[src/rtl/sertx_pkg.sv]
package sertx_pkg;
  typedef enum logic [1:0] {
    MODE_NINE_BG  = 2'b00,
    MODE_NINE_CLK = 2'b01,
    MODE_EIGHT_BG = 2'b10,
    MODE_SHIFT    = 2'b11
  } tx_mode_e;

  typedef enum logic [1:0] {
    PAR_ODD   = 2'b00,
    PAR_EVEN  = 2'b01,
    PAR_MARK  = 2'b10,
    PAR_SPACE = 2'b11
  } par_type_e;

  typedef enum logic [1:0] {
    ST_IDLE = 2'b00,
    ST_WAIT = 2'b01,
    ST_SEND = 2'b10
  } tx_state_e;

  // start + 8 data + ninth + parity + 2 stop
  localparam int unsigned FRAME_W = 13;
  localparam int unsigned LEN_W   = 4;
endpackage

[src/rtl/sertx_frame.sv]
module sertx_frame
  import sertx_pkg::*;
(
  input  logic [7:0]         data_i,
  input  logic               bit9_i,
  input  logic [1:0]         mode_i,
  input  logic               par_en_i,
  input  logic [1:0]         par_type_i,
  input  logic               two_stop_i,
  output logic [FRAME_W-1:0] frame_o,
  output logic [LEN_W-1:0]   len_o
);
  logic       nine;
  logic       ones;
  logic       par_bit;
  logic [3:0] pos;

  assign nine = (mode_i == MODE_NINE_BG) || (mode_i == MODE_NINE_CLK);
  assign ones = (^data_i) ^ (nine & bit9_i);

  always_comb begin
    unique case (par_type_i)
      PAR_ODD:  par_bit = ~ones;
      PAR_EVEN: par_bit = ones;
      PAR_MARK: par_bit = 1'b1;
      default:  par_bit = 1'b0;
    endcase
  end

  // unused tail stays at idle level
  always_comb begin
    frame_o      = '1;
    frame_o[0]   = 1'b0;
    frame_o[8:1] = data_i;
    pos          = 4'd9;
    if (nine) begin
      frame_o[pos] = bit9_i;
      pos          = pos + 4'd1;
    end
    if (par_en_i) begin
      frame_o[pos] = par_bit;
      pos          = pos + 4'd1;
    end
    len_o = pos + (two_stop_i ? 4'd2 : 4'd1);
  end
endmodule

[src/rtl/sertx_tick.sv]
module sertx_tick #(
  parameter int unsigned DIV_W = 8
) (
  input  logic             clk_i,
  input  logic             rst_ni,
  input  logic             run_i,
  input  logic [DIV_W-1:0] lim_i,
  output logic             tick_o
);
  logic [DIV_W-1:0] cnt_q;

  assign tick_o = run_i && (cnt_q == lim_i);

  // phase restarts at every character
  always_ff @(posedge clk_i or negedge rst_ni) begin
    if (!rst_ni)     cnt_q <= '0;
    else if (!run_i) cnt_q <= '0;
    else if (tick_o) cnt_q <= '0;
    else             cnt_q <= cnt_q + 1'b1;
  end
endmodule

[src/rtl/sertx_shift.sv]
module sertx_shift
  import sertx_pkg::*;
#(
  parameter int unsigned DIV_W = 8,
  parameter int unsigned OVS   = 16
) (
  input  logic               clk_i,
  input  logic               rst_ni,
  input  logic               load_ok_i,
  input  logic [FRAME_W-1:0] frame_i,
  input  logic [LEN_W-1:0]   len_i,
  input  logic [DIV_W-1:0]   lim_i,
  input  logic               cts_en_i,
  input  logic               cts_ni,
  input  logic               done_clr_i,
  input  logic               tick_i,
  output logic               run_o,
  output logic [DIV_W-1:0]   lim_o,
  output logic               line_o,
  output logic               busy_o,
  output logic               done_o
);
  localparam int unsigned SUB_W = $clog2(OVS);
  localparam logic [SUB_W-1:0] SUB_LAST = SUB_W'(OVS - 1);
  localparam logic [SUB_W-1:0] SUB_MID  = SUB_W'(OVS / 2 - 1);

  tx_state_e          state_q;
  logic [FRAME_W-1:0] sh_q;
  logic [LEN_W-1:0]   left_q;
  logic [SUB_W-1:0]   sub_q;
  logic [DIV_W-1:0]   lim_q;
  logic               done_q;
  logic               last_bit;
  logic               may_go;

  assign last_bit = (left_q == LEN_W'(1));
  assign may_go   = !cts_en_i || !cts_ni;

  always_ff @(posedge clk_i or negedge rst_ni) begin
    if (!rst_ni) begin
      state_q <= ST_IDLE;
      sh_q    <= '1;
      left_q  <= '0;
      sub_q   <= '0;
      lim_q   <= '0;
    end else begin
      unique case (state_q)
        ST_IDLE: if (load_ok_i) begin
          sh_q    <= frame_i;
          left_q  <= len_i;
          lim_q   <= lim_i;
          sub_q   <= '0;
          state_q <= ST_WAIT;
        end
        ST_WAIT: if (may_go) state_q <= ST_SEND;
        ST_SEND: if (tick_i) begin
          if (sub_q == SUB_LAST) begin
            sub_q <= '0;
            if (last_bit) begin
              state_q <= ST_IDLE;
            end else begin
              sh_q   <= {1'b1, sh_q[FRAME_W-1:1]};
              left_q <= left_q - 1'b1;
            end
          end else begin
            sub_q <= sub_q + 1'b1;
          end
        end
        default: state_q <= ST_IDLE;
      endcase
    end
  end

  always_ff @(posedge clk_i or negedge rst_ni) begin
    if (!rst_ni)
      done_q <= 1'b0;
    else if ((state_q == ST_SEND) && tick_i && last_bit && (sub_q == SUB_MID))
      done_q <= 1'b1;
    else if (done_clr_i)
      done_q <= 1'b0;
  end

  assign run_o  = (state_q == ST_SEND);
  assign lim_o  = lim_q;
  assign line_o = (state_q == ST_SEND) ? sh_q[0] : 1'b1;
  assign busy_o = (state_q != ST_IDLE);
  assign done_o = done_q;
endmodule

[src/rtl/sertx_top.sv]
module sertx_top
  import sertx_pkg::*;
#(
  parameter int unsigned DIV_W = 8,
  parameter int unsigned OVS   = 16
) (
  input  logic             clk_i,
  input  logic             rst_ni,
  input  logic             wr_en_i,
  input  logic [7:0]       wr_data_i,
  input  logic [1:0]       mode_i,
  input  logic             bit9_i,
  input  logic             par_en_i,
  input  logic [1:0]       par_type_i,
  input  logic             two_stop_i,
  input  logic             brk_n_i,
  input  logic             cts_en_i,
  input  logic             cts_ni,
  input  logic [DIV_W-1:0] baud_div_i,
  input  logic             done_clr_i,
  output logic             txd_o,
  output logic             busy_o,
  output logic             done_o
);
  logic [FRAME_W-1:0] frame;
  logic [LEN_W-1:0]   len;
  logic [DIV_W-1:0]   lim_new;
  logic [DIV_W-1:0]   lim_run;
  logic               load_ok;
  logic               run;
  logic               tick;
  logic               line;

  assign load_ok = wr_en_i && !busy_o && (mode_i != MODE_SHIFT);
  assign lim_new = (mode_i == MODE_NINE_CLK) ? '0 : baud_div_i;

  sertx_frame u_frame (
    .data_i     (wr_data_i),
    .bit9_i     (bit9_i),
    .mode_i     (mode_i),
    .par_en_i   (par_en_i),
    .par_type_i (par_type_i),
    .two_stop_i (two_stop_i),
    .frame_o    (frame),
    .len_o      (len)
  );

  sertx_tick #(.DIV_W(DIV_W)) u_tick (
    .clk_i  (clk_i),
    .rst_ni (rst_ni),
    .run_i  (run),
    .lim_i  (lim_run),
    .tick_o (tick)
  );

  sertx_shift #(.DIV_W(DIV_W), .OVS(OVS)) u_shift (
    .clk_i      (clk_i),
    .rst_ni     (rst_ni),
    .load_ok_i  (load_ok),
    .frame_i    (frame),
    .len_i      (len),
    .lim_i      (lim_new),
    .cts_en_i   (cts_en_i),
    .cts_ni     (cts_ni),
    .done_clr_i (done_clr_i),
    .tick_i     (tick),
    .run_o      (run),
    .lim_o      (lim_run),
    .line_o     (line),
    .busy_o     (busy_o),
    .done_o     (done_o)
  );

  assign txd_o = line & brk_n_i;
endmodule

[config.mk]
export PLATFORM = sky130hd
export DESIGN_NAME = sertx_top
export DESIGN_NICKNAME = d
export VERILOG_FILES = /design/src/rtl/sertx_pkg.sv /design/src/rtl/sertx_frame.sv /design/src/rtl/sertx_tick.sv /design/src/rtl/sertx_shift.sv /design/src/rtl/sertx_top.sv
export SDC_FILE = /design/constraint.sdc
export NUM_CORES = 1
export LEC_CHECK = 0
export ABC_AREA = 1
export BUFFER_PORTS_ARGS = -buffer_cell sky130_fd_sc_hd__buf_2
export CAP_MARGIN = 15
export CORE_AREA = 2 2 63 65
export DETAILED_ROUTE_END_ITERATION = 10
export DIE_AREA = 0 0 65 67
export GPL_TIMING_DRIVEN = 0
export PLACE_DENSITY = 0.83
export SKIP_LAST_GASP = 1
export SYNTH_ARGS = -nofsm -noshare
export SYNTH_HDL_FRONTEND = slang
export SYNTH_SLANG_ARGS = --single-unit
[constraint.sdc]
create_clock -name clk_i -period 4.95 [get_ports clk_i]
set_clock_uncertainty 0.2 [all_clocks]
set_input_delay 0.495 -clock clk_i [delete_from_list [all_inputs] [get_ports clk_i]]
set_output_delay 0.495 -clock clk_i [all_outputs]
set_load 0.02 [all_outputs]
* Yosys cells after proc, flatten, opt, wreduce, memory -nomap -nowiden
Cells that the tools add are included.
** Word-level totals
- Register bits :: 40
- Bits of input ports :: 30
- Output and inout bits :: 3
** Operators by class
- Add/subtract/negate cells :: 5
- Order comparisons :: 2
- Eq/ne operators :: 16
- Muxes and demuxes :: 35
- Bitwise operators :: 4
- Reductions and logical operators :: 23
** Operators by type and width (number)
- $mux W13 :: 5
- $mux W4 :: 8
- $pmux W13 S2 :: 1
- $mux W8 :: 3
- $pmux W4 S2 :: 2
- $mux W2 :: 7
- $bwmux W13 :: 1
- $reduce_and A5 Y1 :: 2
- $add A4 B1 Y4 const B :: 2
- $add A8 B1 Y8 const B :: 1
- $eq A8 B8 Y1 :: 1
- $ne A2 B1 Y1 const B :: 4
- $reduce_xor A8 Y1 :: 1
- $logic_and A1 B1 Y1 :: 7
- $eq A2 B1 Y1 const B :: 3
- $logic_not A2 Y1 :: 3
- $ne A2 B2 Y1 const B :: 3
- $pmux W2 S3 :: 1
- $reduce_bool A2 Y1 :: 3
- $lt A4 B5 Y1 const B :: 1
- $mux W1 :: 5
- $add A4 B4 Y4 :: 1
- $demux W1 S4 :: 1
- $eq A2 B2 Y1 const B :: 2
- 13 further kinds :: 17

* Longest topological paths before layout
Gate-level depths: netlist of the first run.
- Depth after elaboration :: 11
- Depth in mapped cells :: 15
- Depth with buffers taken out :: 15

* By module
From an unflattened synthesis of the first run, not the netlist that was laid out.
** Unflattened totals
- Cells, all modules :: 378
- Area, all modules :: 2747.6 um2
** By module, submodules not included
- sertx_shift :: times used 1, cells each 207, area an instance 1684.1 um2, sequential area each 817.0 um2
- sertx_tick :: times used 1, cells each 71, area an instance 514.2 um2, sequential area each 200.2 um2
- sertx_frame :: times used 1, cells each 75, area an instance 432.9 um2, sequential area each 0.0 um2
- sertx_top :: times used 1, cells each 25, area an instance 116.4 um2, sequential area each 0.0 um2

* Worst setup path after synthesis of the first run
OpenSTA, ideal clock, no wires.
- Path type :: flip-flop to output port
- From :: register u_shift.state_q[1]
- To :: output port txd_o
- Data arrival time :: 1.294 ns
- Required time :: 4.255 ns
- Setup slack :: 2.961 ns
- Cell stages (with the launch flop) :: 8
- Path buffers :: 2
- Cell sequence :: dfrtp_1 inv_1 nor2_2 inv_2 clkbuf_1 clkbuf_1 o21ai_0 inv_1
** Between the ends
- Word-level cells in the longest chain between the ends :: 3
** RTL lines
- start, declared :: line sertx_shift.sv:27 : tx_state_e state_q;
- start signal, assigned :: line sertx_shift.sv:41 : state_q <= ST_IDLE;
- start signal, assigned :: line sertx_shift.sv:53 : state_q <= ST_WAIT;
- start signal, assigned :: line sertx_shift.sv:55 : ST_WAIT: if (may_go) state_q <= ST_SEND;
- $eq A2 B2 Y1 :: line sertx_shift.sv:85 : assign line_o = (state_q == ST_SEND) ? sh_q[0] : 1'b1;
- $mux W1 :: line sertx_shift.sv:85
- $and A1 B1 Y1 :: line sertx_top.sv:74 : assign txd_o = line & brk_n_i;
- end, declared :: line sertx_top.sv:21 : output logic txd_o,
Every way passes these cells.

* Final worst setup path of the first run
Same ends and word-level chain as after synthesis.

==> results of run 1 <==
## worst max-delay path, cell delays in order (launching register included)
cell	delay, ps
dfrtp_1	400
inv_1	70
nor2_2	60
inv_2	70
clkbuf_1	350
clkbuf_1	370
o21ai_0	130
inv_1	60
buf_2	150
## metrics by stage
step | total power, mW | worst slack, ps | cell area (um2) | cells | hold WS, ps
after detailed placement | 0.7223 | 2611 | 2397 | 374 | 251.5
after CTS | 0.9331 | 2280 | 2477 | 382 | 118.0
after global placement | 0.7086 | 2654 | 2397 | 374 | 249.4
final | 0.9283 | 2284 | 2477 | 382 | 86.15
after global routing | 0.9984 | 2106 | 2477 | 382 | 161.5
after floorplan | 0.6559 | 2961 | 2177 | 294 | -0.5910
## final timing paths
kind / depth (start not counted) / from / slack (ps) / endpoint
hold / removal: 1 / rst_ni / 90 / u_shift.sub_q[0]$_DFFE_PN0P_
setup reg to reg: 8 / u_shift.state_q[1]$_DFFE_PN0P_ / 3020 / u_shift.left_q[0]$_DFFE_PN0P_
hold reg to reg: 2 / u_shift.sh_q[0]$_DFFE_PN1P_ / 270 / u_shift.sh_q[0]$_DFFE_PN1P_
setup / recovery: 8 / u_shift.state_q[1]$_DFFE_PN0P_ / 2280 / txd_o
min in group clk_i: 2 / done_clr_i / 160 / u_shift.done_o$_DFFE_PN0P_
max in group asynchronous: 1 / rst_ni / 3930 / u_shift.lim_o[0]$_DFFE_PN0P_
## final cells by class
cell class                 count  area [um2]  share of cell area
multi-input combinational    207        1011              0.4081
sequential                    38       964.7              0.3894
inverter                      43       163.9             0.06616
timing repair buffer          32       160.2             0.06465
clock buffer                   8       80.08             0.03232
tap                           48       60.06             0.02424
buffer                         6       37.54             0.01515
## cells by family after synthesis
group	synth area share
compound gates	0.09311
simple gates	0.2948
fa+ha+maj	0.03219
buf+inv	0.09253
xor+xnor	0.04426
flops	0.4431
## sequential cells by signal, summed over array words and instances (netlist names)
name,cells
u_shift.sub_q,4
u_shift.state_q,2
u_tick.cnt_q,8
u_shift.sh_q,11
u_shift.lim_o,8
u_shift.done_o,1
u_shift.left_q,4
## power by group through the flow
stage / Sequential (mW) / Combinational [mW] / Clock, mW
after CTS: 0.460 / 0.260 / 0.214
final: 0.460 / 0.257 / 0.211
after floorplan: 0.453 / 0.203 / 0
after detailed placement: 0.464 / 0.258 / 0
after global routing: 0.472 / 0.302 / 0.225
after global placement: 0.462 / 0.247 / 0
## cells in the final DEF, fill, tap and decap left out
cell type / synthesis / final
xor2_1: 3 / 3
nand4_1: 3 / 3
o21ai_0: 21 / 21
buf_6: 2 / 2
nor2_2: 4 / 4
dfstp_2: 11 / 11
o21ai_1: 8 / 8
ha_1: 4 / 4
nand3b_1: 1 / 1
nor2_4: 2 / 2
a2111o_1: 1 / 1
inv_4: 1 / 1
a31oi_1: 1 / 1
or2_1: 1 / 1
inv_2: 4 / 4
nand2_1: 101 / 101
clkbuf_8: 0 / 5
a21oi_1: 5 / 5
nor3_1: 3 / 3
buf_2: 0 / 32
xnor2_1: 8 / 8
dfrtp_1: 27 / 27
nor2_1: 19 / 19
o211ai_1: 1 / 1
nand2_2: 1 / 1
inv_1: 38 / 38
clkbuf_1: 4 / 7
fa_1: 1 / 1
o21a_1: 1 / 1
nand3_1: 18 / 18
## metal layers
metal / GRT usage / part of all wire
met5: 0 / 0
met4: 0.09574 / 0.020
met3: 0.06081 / 0.038
met2: 0.3995 / 0.47
met1: 0.2781 / 0.47
==> summary.txt, run 1 <==
Timing
  • Worst-Margin Slew: 828.1 ps
  • Hold Vio Cnt, Final: 0
  • Fin Setup TNS: 0 ps
  • FMAX: 375.1 MHz
  • RSZ-0062 raised after global routing: false
  • Min Tclk post-route: about 2700 ps
  • Final Max Tran Viols: 0
  • Final Cycle Share: 0.5386
  • Slew Limit Headroom: 0.4479
  • Setup violations, final: 0

GRT
  • Largest net degree at the start of global routing: 39
  • Gr ovfl total: 0
  • Initial antenna violation count: 0
  • Vias in the first global route: 1787
  • Total Routing Usage GR: 0.2332
  • First-pass GRT wire length: 7610 um

Logic synthesis
  • Post-Syn Area: approximately 0.0022 mm2
  • Syn avg cell area: 7.405 um2
  • Number of flops mapped to enable cells by yosys: 0
  • Cell taking the most area after synthesis: dfrtp_1
  • Synthesized flop and latch total: 38
  • Yosys top cell area share: 0.3103
  • Async set-reset flop share out of synthesis: 1.000
  • Top_reg_cell synth: dfrtp_1
  • Top cells by area, synth: dfrtp_1, nand2_1, dfstp_2, inv_1, o21ai_0
  • List of most frequent post-synthesis cells: nand2_1, inv_1, dfrtp_1
  • Cells after Synth: 294
  • Most frequent cell after synthesis: nand2_1
  • Yosys warning count: 0
  • Yosys cell types: 28
  • Seq/Total Area, Yosys: 0.4431
  • Syn Nets: 329

Floorplan
  • Initial core utilization: 0.6037
  • Row cnt: 22
  • Core footprint: between 0.003 and 0.004 mm2
  • Ports: 33
  • Chip height: 67 um
  • Die W: 65 um
  • Die Footprint: 0.004355 mm2

Place
  • RD Place Congestion: between 0.8 and 0.9
  • Post-DP HPWL: 3238 um
  • Port Buffers: 32

Layout
  • Antenna Cells: 0
  • FILL cells: 320
  • Final Core Density: 0.6870
  • Layout net count: 368
  • Share of cells above drive strength 1: 0.1856
  • Area growth from synthesis to layout: 13.79%

Clock network
  • Worst-case clock buffer depth: 2
  • CTS sink cnt: 38
  • CTS Hold Buffers Added: 0
  • Worst skew pair latency: 300 ps
  • Post-CTS sizing: 0
  • CTS buffer count: 5
  • CTS tree: done
  • Clock transition at path regs: about 70 ps
  • Setup Fix Bufs, Post-CTS: 0
  • H-Tree Depth: 2
  • Root Buffer: clkbuf_8

Outcome
  • Status: finished, final reports clean

Power
  • Pleak: between 1 and 1.5 nW
  • Sw Share: 0.3341
  • Peak VDD IR: 273.8 uV
  • Comb power frac: 0.277
  • Switching Power: 0.3102 mW
  • Sequential Power Share: 0.495
  • P_int: 0.6181 mW
  • Clock share of power: 0.228
  • Power per cell area: 374.7 mW/mm2

Drt
  • Vias: 1933
  • Vias/cell: between 5 and 6
  • Final WL: about 4300 um
  • Routed wire length per instance: 11.37 um
  • Drt initial violations: 84
  • First-pass DRT Iterations: 4
  • Post-route ant nets: 0
  • # DRC: 0

Worst setup path
  • CP Class: reg -> out
  • Worst endpoint required time: 4260 ps
  • CP startpoint kind: flip-flop
  • Critical-path maximum fanout: 10
  • Crit path capture type: output port
  • Worst path arrival time: 1970 ps

Hold path
  • Hold/Removal Path Class: in -> async

Job
  • Max-Cap Viols: 0
Power figures use the tool's default switching activity.
==> run 2: changes to the inputs <==
--- a/config.mk
+++ b/config.mk
@@ -8,11 +8,11 @@
 export ABC_AREA = 1
 export BUFFER_PORTS_ARGS = -buffer_cell sky130_fd_sc_hd__buf_2
 export CAP_MARGIN = 15
-export CORE_AREA = 2 2 63 65
+export CORE_AREA = 2 2 69 71
 export DETAILED_ROUTE_END_ITERATION = 10
-export DIE_AREA = 0 0 65 67
+export DIE_AREA = 0 0 71 73
 export GPL_TIMING_DRIVEN = 0
-export PLACE_DENSITY = 0.83
+export PLACE_DENSITY = 0.73
 export SKIP_LAST_GASP = 1
 export SYNTH_ARGS = -nofsm -noshare
 export SYNTH_HDL_FRONTEND = slang
==> constraint.sdc (replaced) <==
create_clock -name clk_i -period 2.2 [get_ports clk_i]
set_clock_uncertainty 0.2 [all_clocks]
set_input_delay 0.22 -clock clk_i [delete_from_list [all_inputs] [get_ports clk_i]]
set_output_delay 0.22 -clock clk_i [all_outputs]
set_load 0.02 [all_outputs]
==> summary.txt, run 2 (synthesis gave the netlist of run 1 again) <==
GRT
  • Vias in the first global route: 1804
  • Gr ovfl total: 0
  • Largest net degree at the start of global routing: 39
  • Initial antenna violation count: 0
  • Total Routing Usage GR: 0.1878
  • First-pass GRT wire length: 7638 um

Clock network
  • H-Tree Depth: 2
  • Clock transition at path regs: 70 ps
  • Root Buffer: clkbuf_8
  • CTS buffer count: 5
  • Worst skew pair latency: about 280 ps
  • Worst-case clock buffer depth: 2
  • CTS tree: done
  • CTS sink cnt: 38

Worst setup path
  • Slowest stage delay, CP: 380 ps
  • Top cell by count, worst path: inv_1
  • CP startpoint kind: flip-flop
  • Crit path capture type: output port
  • Worst endpoint required time: about 1800 ps
  • Worst setup startpoint: u_shift.state_q[1]$_DFFE_PN0P_
  • Worst path arrival time: 1590 ps
  • Crit-path cells: inv_1 > nor2_4 > inv_2 > clkbuf_2 > o21ai_0 > inv_1 > buf_2
  • R2R Path End: u_shift.left_q[3]$_DFFE_PN0P_
  • CP Class: reg -> out
  • R2r startpoint: u_tick.cnt_q[5]$_DFF_PN0_
  • CP max stage cell: dfrtp_1
  • Reg2Reg Setup Slack: approximately 320 ps
  • Critical-path maximum fanout: 11
  • Worst-case reg-to-reg path depth: 12

Floorplan
  • Core footprint: 0.004536 mm2
  • Chip height: 73 um
  • Die W: 71 um
  • Ports: 33
  • Row cnt: 25
  • Die Footprint: 0.005183 mm2
  • Initial core utilization: 0.4800

Power
  • Power per cell area: approximately 800 mW/mm2
  • Total power draw: 2.080 mW
  • Peak VDD IR: between 400 and 500 uV
  • Pleak: 1.346 nW

Drt
  • Vias/cell: 4.922
  • Routed wire length per instance: 11.33 um
  • First-pass DRT Iterations: 5
  • Drt initial violations: 84
  • Post-route ant nets: 0
  • Final WL: 4474 um
  • # DRC: 0
  • Vias: 1944

Layout
  • Largest reg by FF count: u_shift.sh_q
  • Most common cell after layout, fill and taps aside: nand2_1
  • Share of cells above drive strength 1: 0.1848
  • Layout net count: 375
  • Commonest non-fill, non-tap cells in the layout: nand2_1, inv_1, buf_2
  • Finished Cell Area: 0.002567 mm2
  • Max reg flops: 11
  • Area growth from synthesis to layout: 17.93%
  • Antenna Cells: 0

Timing
  • Final Max Tran Viols: 0
  • Hold Worst Slack: 8.919 ps
  • Hold Vio Cnt, Final: 0
  • RSZ-0062 raised after global routing: false
  • Final Cycle Share: 0.9132
  • Fin Setup TNS: 0 ps
  • Min Tclk post-route: 2009 ps
  • FMAX: ~500 MHz
  • Slew Limit Headroom: 0.4478
  • Worst-Margin Slew: 828.2 ps
  • Final Worst Setup Slack: approximately 190 ps
  • Setup violations, final: 0

Job
  • Max-Cap Viols: 0

Hold path
  • Worst Hold End: u_shift.lim_o[3]$_DFFE_PN0P_
  • Hold path start: baud_div_i[3]
  • Hold/Removal Path Class: in -> reg
  • Hold depth: 3

Place
  • Post-DP HPWL: between 3000 and 4000 um
  • Placement-stage worst setup slack: 139.3 ps
  • Placed Area: about 0.0024 mm2
  • RD Place Congestion: 0.8027
  • Port Buffers: 32

Outcome
  • Status: finished, final reports clean
## run 2: cell count changes in the layout (fill, tap and decap cells not counted)
cell and delta:
clkbuf_1 -2, clkbuf_2 +1, dlygate4sd3_1 +8, nor2_2 -1
nor2_4 +1
## run 2: critical path, delay by kind of cell (launching register included)
family	cells	cell delay, ps
buffers and inverters	5	610
flip-flops	1	380
AO/OA/AOI/OAI	1	160
AND/OR/NAND/NOR	1	150
## run 2: worst max path at each step
| stage | cells after the start | to | slack (ps) |
|---|---|---|---|
| 6_report | 7 | txd_o | 190 |
| 2_1_floorplan | 11 | u_shift.left_q[3]$_DFFE_PN0P_ | 450 |
| 3_5_place_dp | 8 | txd_o | 140 |
| 3_3_place_gp | 8 | txd_o | 180 |
| 4_1_cts | 7 | txd_o | 90 |
| 5_1_grt | 7 | txd_o | 50 |
## run 2: layer usage
metal  part of all wire  GRT usage
met1               0.45     0.2303
met2               0.51     0.3292
met3              0.027    0.04006
met4              0.013    0.06499
met5                  0          0
## run 2: cell type report
cell class,instances,area (um2)
fillers,420,1968
multi-input cells,207,1016
flip-flops and latches,38,964.7
repair buffers,40,240.2
inverters,43,163.9
clock buffers,8,80.08
well taps,54,67.56
plain buffers,5,35.03
## run 2: per-stage QoR
step / util / cells
after floorplan: - / 294
after global placement: 0.5302 / 380
after detailed placement: 0.5302 / 380
after CTS: 0.5650 / 395
after global routing: 0.5661 / 395
final: 0.5661 / 395
## run 2: report_power, final
part | switching, mW | internal, mW | leakage (nW)
registers | 0.137 | 0.902 | 0.446
clock network | 0.224 | 0.225 | 0.0395
logic | 0.320 | 0.272 | 0.861
## run 2: what timing repair did
item,4_1_cts,5_1_grt
hold buffers,8,0
resized for setup,1,1
setup endpoints to repair,1,1
hold endpoints to repair,34,0
setup buffers,0,0
==> run 3: changes to the inputs <==
--- a/config.mk
+++ b/config.mk
@@ -8,12 +8,13 @@
 export ABC_AREA = 1
 export BUFFER_PORTS_ARGS = -buffer_cell sky130_fd_sc_hd__buf_2
 export CAP_MARGIN = 15
-export CORE_AREA = 2 2 69 71
+export CORE_AREA = 2 2 76 78
 export DETAILED_ROUTE_END_ITERATION = 10
-export DIE_AREA = 0 0 71 73
+export DIE_AREA = 0 0 78 80
 export GPL_TIMING_DRIVEN = 0
-export PLACE_DENSITY = 0.73
+export PLACE_DENSITY = 0.74
 export SKIP_LAST_GASP = 1
 export SYNTH_ARGS = -nofsm -noshare
 export SYNTH_HDL_FRONTEND = slang
+export SYNTH_HIERARCHICAL = 1
 export SYNTH_SLANG_ARGS = --single-unit
==> summary.txt, run 3 <==
Place
  • RD Place Congestion: 0.8441
  • Placed cells: 483
  • Placement-stage worst setup slack: -54.41 ps
  • Port Buffers: 31
  • Post-DP HPWL: 3939 um

GRT
  • Total Routing Usage GR: 0.1879
  • Gr ovfl total: 0
  • First-pass GRT wire length: 9273 um
  • Initial antenna violation count: 0
  • Vias in the first global route: 2208
  • Largest net degree at the start of global routing: 41

Logic synthesis
  • Post-Syn Area: 0.002748 mm2
  • Top cells by area, synth: dfrtp_1, nand2_1, dfstp_2, inv_1, buf_4
  • Async set-reset flop share out of synthesis: 1.000
  • Top_reg_cell synth: dfrtp_1
  • Cells after Synth: 378
  • Syn avg cell area: approximately 7.3 um2
  • Yosys top cell area share: 0.2459
  • Most frequent cell after synthesis: nand2_1
  • Yosys warning count: 6
  • Number of flops mapped to enable cells by yosys: 0
  • Synthesized flop and latch total: 40
  • Seq/Total Area, Yosys: 0.3702
  • Yosys cell types: 34
  • List of most frequent post-synthesis cells: nand2_1, inv_1, dfrtp_1
  • Cell taking the most area after synthesis: dfrtp_1

Clock network
  • Root Buffer: clkbuf_8
  • CTS buffer count: 5
  • CTS tree: done
  • Worst-case clock buffer depth: 2
  • Clock transition at path regs: 80 ps
  • H-Tree Depth: 2
  • CTS sink cnt: 40
  • Worst skew pair latency: about 300 ps

Layout
  • Layout net count: about 470
  • Antenna Cells: 0
  • Max reg flops: 13
  • Final cell count without fillers: 500
  • Area growth from synthesis to layout: 16.30%
  • Commonest non-fill, non-tap cells in the layout: nand2_1, inv_1, buf_2
  • FILL cells: roughly 520
  • Largest reg by FF count: u_shift/sh_q
  • Most common cell after layout, fill and taps aside: nand2_1
  • Share of cells above drive strength 1: 0.2804

Power
  • Sequential Power Share: 0.384
  • Power per cell area: 1042 mW/mm2
  • Pleak: 1.767 nW
  • P_int: between 2 and 2.5 mW
  • Sw Share: 0.3819
  • Peak VDD IR: between 400 and 500 uV
  • Clock share of power: 0.180
  • Switching Power: 1.271 mW
  • Comb power frac: 0.435

Drt
  • Post-route ant nets: 0
  • Final WL: about 5500 um
  • # DRC: 0
  • Vias/cell: 4.654
  • Drt initial violations: 111
  • Routed wire length per instance: 11.07 um
  • Vias: 2327
  • First-pass DRT Iterations: 4

Timing
  • Hold Worst Slack: 25.33 ps
  • Fin Setup TNS: 0 ps
  • Worst-Margin Slew: 905.1 ps
  • FMAX: roughly 480 MHz
  • Final Cycle Share: 0.9388
  • Min Tclk post-route: 2065 ps
  • Hold Vio Cnt, Final: 0
  • Setup violations, final: 0
  • Slew Limit Headroom: 0.3966
  • Final Max Tran Viols: 0
  • Final Worst Setup Slack: 134.5 ps

Worst setup path
  • Top cell by count, worst path: nand2_1
  • Worst path arrival time: ~2100 ps
  • Slowest stage delay, CP: between 400 and 500 ps
  • Crit-path cells: nor2_4 > buf_6 > buf_8 > inv_1 > nor2_2 > inv_1 > nand2_1 > nand2_2 > a21oi_4 > buf_6 > nand2_1 > nand2_1
  • Worst endpoint required time: 2250 ps
  • Crit path capture type: flip-flop
  • CP max stage cell: dfrtp_1
  • Critical-path maximum fanout: 11
  • CP Class: reg -> reg
  • CP startpoint kind: flip-flop

Floorplan
  • Core footprint: 0.005405 mm2
  • Die Footprint: 0.006240 mm2
  • Initial core utilization: 0.5083
  • Chip height: 80 um
  • Die W: 78 um
  • Row cnt: 27
  • Ports: 33

Job
  • Max-Cap Viols: 0

Hold path
  • Hold/Removal Path Class: in -> reg

Outcome
  • Status: finished, final reports clean
[run 3: cell types whose count changed in the layout (fill, tap and decap cells not counted), sizes merged, moves of 3 or more]
cell         previous run  this run
nand2                 102       166
o21ai                  29         7
a21oi                   5        10
mux2                    0         8
inv                    43        54
clkbuf                 11         6
nand3                  18        21
dlygate4sd3             8         2
conb                    0         4
buf                    34        58
[run 3: metal layers]
metal / routed length, um / up-vias / GRT usage / share of wire
met2: 2734 / 43 / 0.3466 / 0.49
met1: 2516 / 1058 / 0.2129 / 0.45
met4: 94 / 0 / 0.07193 / 0.017
li1: - / 1218 / - / -
met5: 0 / - / 0 / 0
met3: 189 / 8 / 0.03846 / 0.034
[run 3: cells by family (layout without fill, tap and decap cells)]
| logic type | after synthesis | count (layout) | synth area share |
|---|---|---|---|
| other cells | 2 | 4 | 0.002733 |
| buf+inv | 75 | 123 | 0.1389 |
| xor+xnor | 10 | 10 | 0.03187 |
| fa+ha+maj | 8 | 8 | 0.04189 |
| simple gates | 216 | 216 | 0.3397 |
| mux | 8 | 8 | 0.03279 |
| flops | 40 | 40 | 0.3702 |
| compound gates | 19 | 19 | 0.04190 |
[run 3: path summary, 6_finish.rpt]
check	from	end	slack, ps	cells past startpoint
worst max-delay path	u_shift/state_q[0]$_DFFE_PN0P_	u_shift/sh_q[7]$_DFFE_PN1P_	130	12
worst min-delay path	cts_ni	u_shift/state_q[0]$_DFFE_PN0P_	30	3
worst max register to register	u_shift/state_q[0]$_DFFE_PN0P_	u_shift/sh_q[7]$_DFFE_PN1P_	130	12
worst min register to register	u_shift/sh_q[10]$_DFFE_PN1P_	u_shift/sh_q[10]$_DFFE_PN1P_	270	2
max in group asynchronous	rst_ni	u_shift/left_q[3]$_DFFE_PN0P_	850	2
min in group asynchronous	rst_ni	u_shift/lim_o[2]$_DFFE_PN0P_	390	2
[run 3: layout make-up]
cell class,count,area (um2),share of cell area
Buffer,20,181.4,0.05677
Clock buffer,6,72.57,0.02271
Clock inverter,2,35.03,0.01096
Inverter,54,202.7,0.06343
Multi-Input combinational cell,265,1361,0.4260
Sequential cell,40,1017,0.3183
Tap cell,72,90.09,0.02819
Timing Repair Buffer,41,235.2,0.07361
[run 3: power by group through the flow]
stage | logic (mW) | clock network (mW) | registers (mW)
after floorplan | 1.08 | 0 | 1.24
after global placement | 1.30 | 0 | 1.28
after detailed placement | 1.35 | 0 | 1.29
after CTS | 1.40 | 0.621 | 1.28
after global routing | 1.63 | 0.653 | 1.32
final | 1.45 | 0.600 | 1.28
[run 3: worst max-delay path: cells and delay by family, from the launching register on]
| kind | cells | cell delay, ps |
|---|---|---|
| buf+inv | 5 | 590 |
| simple gates | 6 | 570 |
| flops | 1 | 430 |
| compound gates | 1 | 210 |
[run 3: metrics by stage]
stage               total power [mW]    util  instance area [um2]
finish                         3.328  0.5912                 3196
global placement               2.581  0.5551                 3000
floorplan                      2.316       -                 2755
detailed placement             2.636  0.5551                 3000
global route                   3.602  0.5912                 3196
CTS                            3.297  0.5829                 3151
[run 3: repair_timing]
item                                    4_1_cts  5_1_grt
pin swaps                                     1        2
setup buffers                                 3        5
endpoints found under the setup margin       11       17
hold buffers                                  2        0
resized for setup                             0        4
hold endpoints to repair                     28        0
